### src/rtl/flash_pkg.sv
package flash_pkg;

  typedef enum logic [2:0] {
    CMD_IDLE, CMD_U1, CMD_U2, CMD_PROG, CMD_ER1, CMD_ER2, CMD_ER3, CMD_LOCK
  } cmd_e;

  typedef enum logic [1:0] {OP_IDLE, OP_PROG, OP_ERASE} op_e;

  // strobes from control to datapath
  typedef struct packed {
    logic       busy;
    logic       progWr;
    logic       eraseEn;
    logic       lockSet;
    logic [7:0] progData;
    logic [7:0] pollByte;
  } strobe_t;

  localparam logic [7:0] KEY_FIRST  = 8'hAA;
  localparam logic [7:0] KEY_SECOND = 8'h55;
  localparam logic [7:0] CODE_PROG  = 8'hA0;
  localparam logic [7:0] CODE_ERASE = 8'h80;
  localparam logic [7:0] CODE_LOCK  = 8'h40;
  localparam logic [7:0] CODE_CONF  = 8'h10;
  localparam int unsigned SEQ_ADDR_A = 32'h5555;
  localparam int unsigned SEQ_ADDR_B = 32'h2AAA;

endpackage

### src/rtl/flash_ctrl.sv
module flash_ctrl
  import flash_pkg::*;
#(
  parameter int ADDR_W       = 19,
  parameter int BOOT_AW      = 14,
  parameter int CELL_AW      = 4,
  parameter int PROG_CYCLES  = 16,
  parameter int ERASE_CYCLES = 64
) (
  input  logic                clk,
  input  logic                rst_n,
  input  logic                ce_n,
  input  logic                we_n,
  input  logic [ADDR_W-1:0]   addr,
  input  logic [7:0]          dataIn,
  input  logic                bootLock,
  output strobe_t             strb,
  output logic [CELL_AW:0]    cellIdx
);

  localparam int IDX_W     = CELL_AW + 1;
  localparam int NCELLS    = 2 ** IDX_W;
  localparam int ERASE_LEN = (ERASE_CYCLES > NCELLS) ? ERASE_CYCLES : NCELLS;
  localparam int CNT_MAX   = (PROG_CYCLES > ERASE_LEN) ? PROG_CYCLES : ERASE_LEN;
  localparam int CNT_W     = $clog2(CNT_MAX + 1);

  logic              wrAct, prevAct, wrStart, wrEnd;
  logic [ADDR_W-1:0] addrLat;
  logic [7:0]        dataLat;
  cmd_e              cmd, cmdNext;
  op_e               op;
  logic [CNT_W-1:0]  cnt;
  logic [IDX_W-1:0]  opIdx, latIdx, eraseIdx;
  logic [7:0]        opData;
  logic              isA, isB, latIsBoot, startProg, startErase, lockReq;

  assign wrAct   = !ce_n && !we_n;
  assign wrStart = wrAct && !prevAct;
  assign wrEnd   = !wrAct && prevAct;

  assign isA       = (addrLat == ADDR_W'(SEQ_ADDR_A));
  assign isB       = (addrLat == ADDR_W'(SEQ_ADDR_B));
  assign latIsBoot = (addrLat[ADDR_W-1:BOOT_AW] == '0);
  assign latIdx    = {!latIsBoot, addrLat[CELL_AW-1:0]};

  // bus cycle capture: address at start of overlap, data while it lasts
  always_ff @(posedge clk) begin
    if (!rst_n) begin
      prevAct <= 1'b0;
      addrLat <= '0;
      dataLat <= '0;
    end else begin
      prevAct <= wrAct;
      if (wrStart) addrLat <= addr;
      if (wrAct)   dataLat <= dataIn;
    end
  end

  // command decoder
  always_comb begin
    cmdNext    = cmd;
    startProg  = 1'b0;
    startErase = 1'b0;
    lockReq    = 1'b0;
    if (wrEnd && op == OP_IDLE) begin
      cmdNext = CMD_IDLE;
      unique case (cmd)
        CMD_IDLE: if (isA && dataLat == KEY_FIRST)  cmdNext = CMD_U1;
        CMD_U1:   if (isB && dataLat == KEY_SECOND) cmdNext = CMD_U2;
        CMD_U2: begin
          if (isA) begin
            if (dataLat == CODE_PROG)  cmdNext = CMD_PROG;
            if (dataLat == CODE_ERASE) cmdNext = CMD_ER1;
            if (dataLat == CODE_LOCK)  cmdNext = CMD_LOCK;
          end
        end
        CMD_PROG: startProg = !(latIsBoot && bootLock);
        CMD_ER1:  if (isA && dataLat == KEY_FIRST)  cmdNext = CMD_ER2;
        CMD_ER2:  if (isB && dataLat == KEY_SECOND) cmdNext = CMD_ER3;
        CMD_ER3:  startErase = isA && (dataLat == CODE_CONF);
        CMD_LOCK: lockReq = 1'b1;
        default:  cmdNext = CMD_IDLE;
      endcase
    end
  end

  // operation timer
  always_ff @(posedge clk) begin
    if (!rst_n) begin
      cmd    <= CMD_IDLE;
      op     <= OP_IDLE;
      cnt    <= '0;
      opIdx  <= '0;
      opData <= '0;
    end else begin
      cmd <= cmdNext;
      unique case (op)
        OP_IDLE: begin
          cnt <= '0;
          if (startProg) begin
            op     <= OP_PROG;
            opIdx  <= latIdx;
            opData <= dataLat;
          end else if (startErase) begin
            op <= OP_ERASE;
          end
        end
        OP_PROG:
          if (cnt == CNT_W'(PROG_CYCLES - 1)) op <= OP_IDLE;
          else cnt <= cnt + 1'b1;
        OP_ERASE:
          if (cnt == CNT_W'(ERASE_LEN - 1)) op <= OP_IDLE;
          else cnt <= cnt + 1'b1;
        default: op <= OP_IDLE;
      endcase
    end
  end

  assign eraseIdx = cnt[IDX_W-1:0];

  always_comb begin
    strb.busy     = (op != OP_IDLE);
    strb.progWr   = (op == OP_PROG) && (cnt == CNT_W'(PROG_CYCLES - 1));
    strb.eraseEn  = (op == OP_ERASE) && (cnt < CNT_W'(NCELLS))
                    && !(!eraseIdx[IDX_W-1] && bootLock);
    strb.lockSet  = lockReq;
    strb.progData = opData;
    strb.pollByte = (op == OP_PROG) ? {~opData[7], 7'b0} : 8'h00;
    cellIdx       = (op == OP_ERASE) ? eraseIdx : opIdx;
  end

endmodule

### src/rtl/flash_dpath.sv
module flash_dpath
  import flash_pkg::*;
#(
  parameter int ADDR_W  = 19,
  parameter int BOOT_AW = 14,
  parameter int CELL_AW = 4
) (
  input  logic              clk,
  input  strobe_t           strb,
  input  logic [CELL_AW:0]  cellIdx,
  input  logic [ADDR_W-1:0] addr,
  input  logic              ce_n,
  input  logic              oe_n,
  input  logic              we_n,
  output logic              bootLock,
  output logic [7:0]        dataOut,
  output logic              dataOe
);

  localparam int IDX_W  = CELL_AW + 1;
  localparam int NCELLS = 2 ** IDX_W;

  // storage and lock hold their power-up value; reset does not touch them
  logic [NCELLS-1:0][7:0] cells = '1;
  logic                   lockQ = 1'b0;
  logic [IDX_W-1:0]       rdIdx;

  always_ff @(posedge clk) begin
    if (strb.lockSet) lockQ <= 1'b1;
    for (int i = 0; i < NCELLS; i++) begin
      if (cellIdx == IDX_W'(i)) begin
        if (strb.eraseEn)     cells[i] <= 8'hFF;
        else if (strb.progWr) cells[i] <= cells[i] & strb.progData;
      end
    end
  end

  assign bootLock = lockQ;
  assign rdIdx    = {addr[ADDR_W-1:BOOT_AW] != '0, addr[CELL_AW-1:0]};
  assign dataOut  = strb.busy ? strb.pollByte : cells[rdIdx];
  assign dataOe   = !ce_n && !oe_n && we_n;

endmodule

### src/rtl/flash_top.sv
module flash_top #(
  parameter int ADDR_W       = 19,
  parameter int BOOT_AW      = 14,
  parameter int CELL_AW      = 4,
  parameter int PROG_CYCLES  = 16,
  parameter int ERASE_CYCLES = 64
) (
  input  logic              clk,
  input  logic              rst_n,
  input  logic              ce_n,
  input  logic              oe_n,
  input  logic              we_n,
  input  logic [ADDR_W-1:0] addr,
  input  logic [7:0]        data_in,
  output logic [7:0]        data_out,
  output logic              data_oe
);

  flash_pkg::strobe_t strb;
  logic [CELL_AW:0]   cellIdx;
  logic               bootLock;

  flash_ctrl #(
    .ADDR_W(ADDR_W), .BOOT_AW(BOOT_AW), .CELL_AW(CELL_AW),
    .PROG_CYCLES(PROG_CYCLES), .ERASE_CYCLES(ERASE_CYCLES)
  ) u_ctrl (
    .clk(clk), .rst_n(rst_n), .ce_n(ce_n), .we_n(we_n), .addr(addr),
    .dataIn(data_in), .bootLock(bootLock), .strb(strb), .cellIdx(cellIdx)
  );

  flash_dpath #(
    .ADDR_W(ADDR_W), .BOOT_AW(BOOT_AW), .CELL_AW(CELL_AW)
  ) u_dpath (
    .clk(clk), .strb(strb), .cellIdx(cellIdx), .addr(addr), .ce_n(ce_n),
    .oe_n(oe_n), .we_n(we_n), .bootLock(bootLock), .dataOut(data_out),
    .dataOe(data_oe)
  );

endmodule

### config.mk
export PLATFORM = sky130hd
export DESIGN_NAME = flash_top
export DESIGN_NICKNAME = d
export VERILOG_FILES = /design/src/rtl/flash_pkg.sv /design/src/rtl/flash_ctrl.sv /design/src/rtl/flash_dpath.sv /design/src/rtl/flash_top.sv
export SDC_FILE = /design/constraint.sdc
export NUM_CORES = 1
export LEC_CHECK = 0
export ABC_AREA = 0
export ABC_CLOCK_PERIOD_IN_PS = 3900
export BUFFER_PORTS_ARGS = -buffer_cell sky130_fd_sc_hd__clkbuf_2
export CAP_MARGIN = 25
export CORE_UTILIZATION = 40
export DETAILED_ROUTE_END_ITERATION = 8
export PLACE_DENSITY = 0.54
export SYNTH_ARGS = -nofsm -noshare
export SYNTH_HDL_FRONTEND = slang
export SYNTH_SLANG_ARGS = --single-unit
### constraint.sdc
create_clock -name clk -period 3.9 [get_ports clk]
set_clock_uncertainty 0.15 [all_clocks]
set_input_delay 1.17 -clock clk [delete_from_list [all_inputs] [get_ports clk]]
set_output_delay 1.17 -clock clk [all_outputs]
set_load 0.005 [all_outputs]
==> key figures <==
Worst setup path
  – Maximum net fanout on the critical path: 9
  – CP Cell Sequence: buf_16 > buf_12 > mux4_1 > mux4_2 > clkinv_1 > o22ai_1 > clkbuf_2
  – Critical R2R Launch: u_ctrl.op[0]$_SDFFE_PN0P_
  – Endpoint class of the critical path: primary output
  – Critical Path RT: 2580 ps
  – CP bufs+invs: 4
  – Slowest CP cell: mux4_1
  – CP Launch Type: input port
  – Critical path origin: addr[0]
  – Crit Path Category: in2out
  – Crit path DAT: 2840 ps
  – CP delay by family, top: multiplexers
  – CP max stage delay: around 560 ps

Placed design
  – Final GP Congestion: 0.805
  – Post-DP HPWL: approximately 23000 um
  – Port bufs: 40
  – Placed cells: 1810
  – DP Worst Slack: -427 ps

Die
  – Initial core utilization: 0.405
  – I/O pins: 41
  – Die Y: 194 um
  – Die area: 37700 sq um
  – DIE WIDTH: 194 um
  – Placement Rows: 70
  – Core area: 36400 sq um

Routing
  – Met2 Routed Length: 17200 um
  – Drt initial violations: 825
  – Wl on met1: 17600 um
  – Vias: 10.1k
  – Drc violations: 0
  – Routed Antenna Nets: 0
  – DR top layer: met4
  – Met3 WL post-DR: 2430 um
  – Final wirelength: 38000 um
  – Detailed Routing Iterations Pass 1: 5
  – Vias per inst: 5.35
  – Drt wl/cell: a little over 20 um

Timing
  – Slew Limit Fails: 0
  – Final Hold Slack: 321 ps
  – Final-report hold violation count: 0
  – Final period utilization: 1.07
  – Fmax: 240 MHz
  – Fin crit period: ~4200 ps
  – Least-Margin Pin Slew: 1160 ps
  – Slew margin rel.: 0.225
  – Final setup margin: -265 ps
  – Final setup fails: 8
  – RSZ-0062 raised after global routing: yes

Clocking
  – CTS tree: done
  – Clk_lat worst skew: roughly 520 ps
  – Root Buffer Master: clkbuf_16
  – H-Tree Depth: 2
  – Clock tree buffer depth: 3
  – Num CTS Buffers: 36
  – Clk sink count: 309
  – Clock transition at path regs: 60 ps
  – Hold_buf cts: 0

GRT
  – Overall routing resource usage: 0.203
  – Largest net degree at the start of global routing: 257
  – Vias in the first global route: 9876
  – Gr ovfl total: 0
  – First-pass GRT wire length: 59100 um
  – Initial antenna violation count: 0

Synthesis
  – Seq cells post-synth: 309
  – Top cells by area, synth: edfxtp_1 52%, nand2_1 15%, mux4_2 7.9%, dfxtp_1 7.2%, mux4_1 3.4%
  – Post-Syn Nets: 1364
  – Post-synth top area cell: edfxtp_1
  – Top cell type's share of synthesized area: 0.520
  – Seq/Total Area, Yosys: 0.592
  – Mapped cell area: around 15000 sq um
  – Average cell area after synthesis: about 11 sq um
  – Ys async rst share: 0
  – Yosys cell types: 50
  – Count of flip-flops with a built-in enable after synthesis: 256
  – YS warnings: 0
  – Cells after synthesis: 1327
  – Most used DFF post-synth: edfxtp_1

Run status
  – Failing checks: negative setup slack
  – Status: complete, but fails checks

Finish
  – Synth-to-Final Area Change: 16.7%
  – Post-route insts no fill: 1885
  – Total Nets Final: 1431
  – Share of cells above drive strength 1: 0.190
  – Post-layout util: 0.473
  – Commonest cells after routing, fill and taps aside: 594 x nand2_1, 256 x edfxtp_1, 67 x buf_4
  – Ant. Diodes: 0
  – Commonest non-fill, non-tap cell in the layout: nand2_1

Power
  – VDD IR max: between 200 and 300 uV
  – Leakage: 6.54 nW
  – Pwr dens: ~400 nW/um^2

Hold path
  – Hold path start: u_ctrl.addrLat[16]$_SDFFE_PN0P_
  – Tightest Hold Check Type: reg2reg

Run
  – Max-cap violation count: 0
-- synthesized netlist by cell type, types with 5 or more instances --
master and instances:
ha_1 5, nor4_1 8, mux2_2 11, nand3_1 9, o21ai_0 7, a21boi_0 28, o22ai_1 8, clkinv_1 7
buf_4 5, mux2i_1 25, buf_2 11, dfxtp_1 53, clkbuf_1 75, mux4_1 19, nand2b_1 5, nor3_1 6
nand4_1 5, nor2b_1 16, a21oi_1 15, mux4_2 52, edfxtp_1 256, nor2_1 51, xnor2_1 7, nand2_1 595
-- metrics by stage --
stage               TNS, ps  instance area (sq um)  total power [mW]
finish                -1730                  17200              7.02
floorplan                 0                  14800              3.73
global route          -2080                  17200              7.23
CTS                   -1910                  17100              7.09
detailed placement    -2790                  15800              3.82
global placement      -2730                  15800              3.82
-- layer usage --
metal,up-vias,GRT usage
met5,-,0
met4,0,0.0573
met3,48,0.0308
met2,333,0.312
met1,4938,0.298
li1,4759,-
-- logic make-up (layout without fill, tap and decap cells) --
logic type               after synthesis  in the layout  synth area share
flip-flops                           309            309             0.592
buffers and inverters                108            198            0.0319
adder cells (fa/ha/maj)                5              5           0.00423
XOR/XNOR                               7              7           0.00415
multiplexers                         107            107             0.138
AND/OR/NAND/NOR                      718            718             0.196
AO/OA/AOI/OAI                         73             73            0.0333
-- final timing paths --
path | to | slack [ps] | cells past startpoint
max | data_out[1] | -260 | 7
min | u_ctrl.addrLat[16]$_SDFFE_PN0P_ | 320 | 2
max reg2reg | u_dpath.cells[67]$_SDFFCE_PP1P_ | 610 | 7
min reg2reg | u_ctrl.addrLat[16]$_SDFFE_PN0P_ | 320 | 2
-- where the power goes --
group	switching (mW)	internal (mW)	leakage (nW)	total, mW
registers	0.0137	3.54	2.19	3.55
clock network	1.32	1.92	0.547	3.24
logic	0.113	0.125	3.80	0.238
-- layout make-up --
cell class	instances	area [sq um]
clock buffers	45	987
clock inverters	16	139
flip-flops and latches	309	8750
fillers	3375	19200
well taps	468	586
inverters	10	41.3
multi-input cells	910	5620
repair buffers	127	1110
-- repair_timing --
item                                    CTS  global route
pin swaps                                 3             2
hold endpoints to repair                  0             0
cloned                                    3             1
endpoints found under the setup margin    8             8
gates resized for setup                  35            12
setup buffers                             5             6
-- sequential cells by signal, summed over array words and instances, names as in the netlist --
name / cells
u_ctrl.addrLat: 19
u_ctrl.cmd: 3
u_ctrl.cnt: 7
u_ctrl.dataLat: 8
u_ctrl.op: 2
u_ctrl.opData: 8
u_ctrl.opIdx: 5
u_ctrl.prevAct: 1
u_dpath.cells: 256
-- worst min-delay path, cell delays in order, from the launching register on --
cell and delay (ps):
dfxtp_1 310, nand2_1 50, a21boi_0 60
Note: power is estimated with default switching activity, not from simulation.
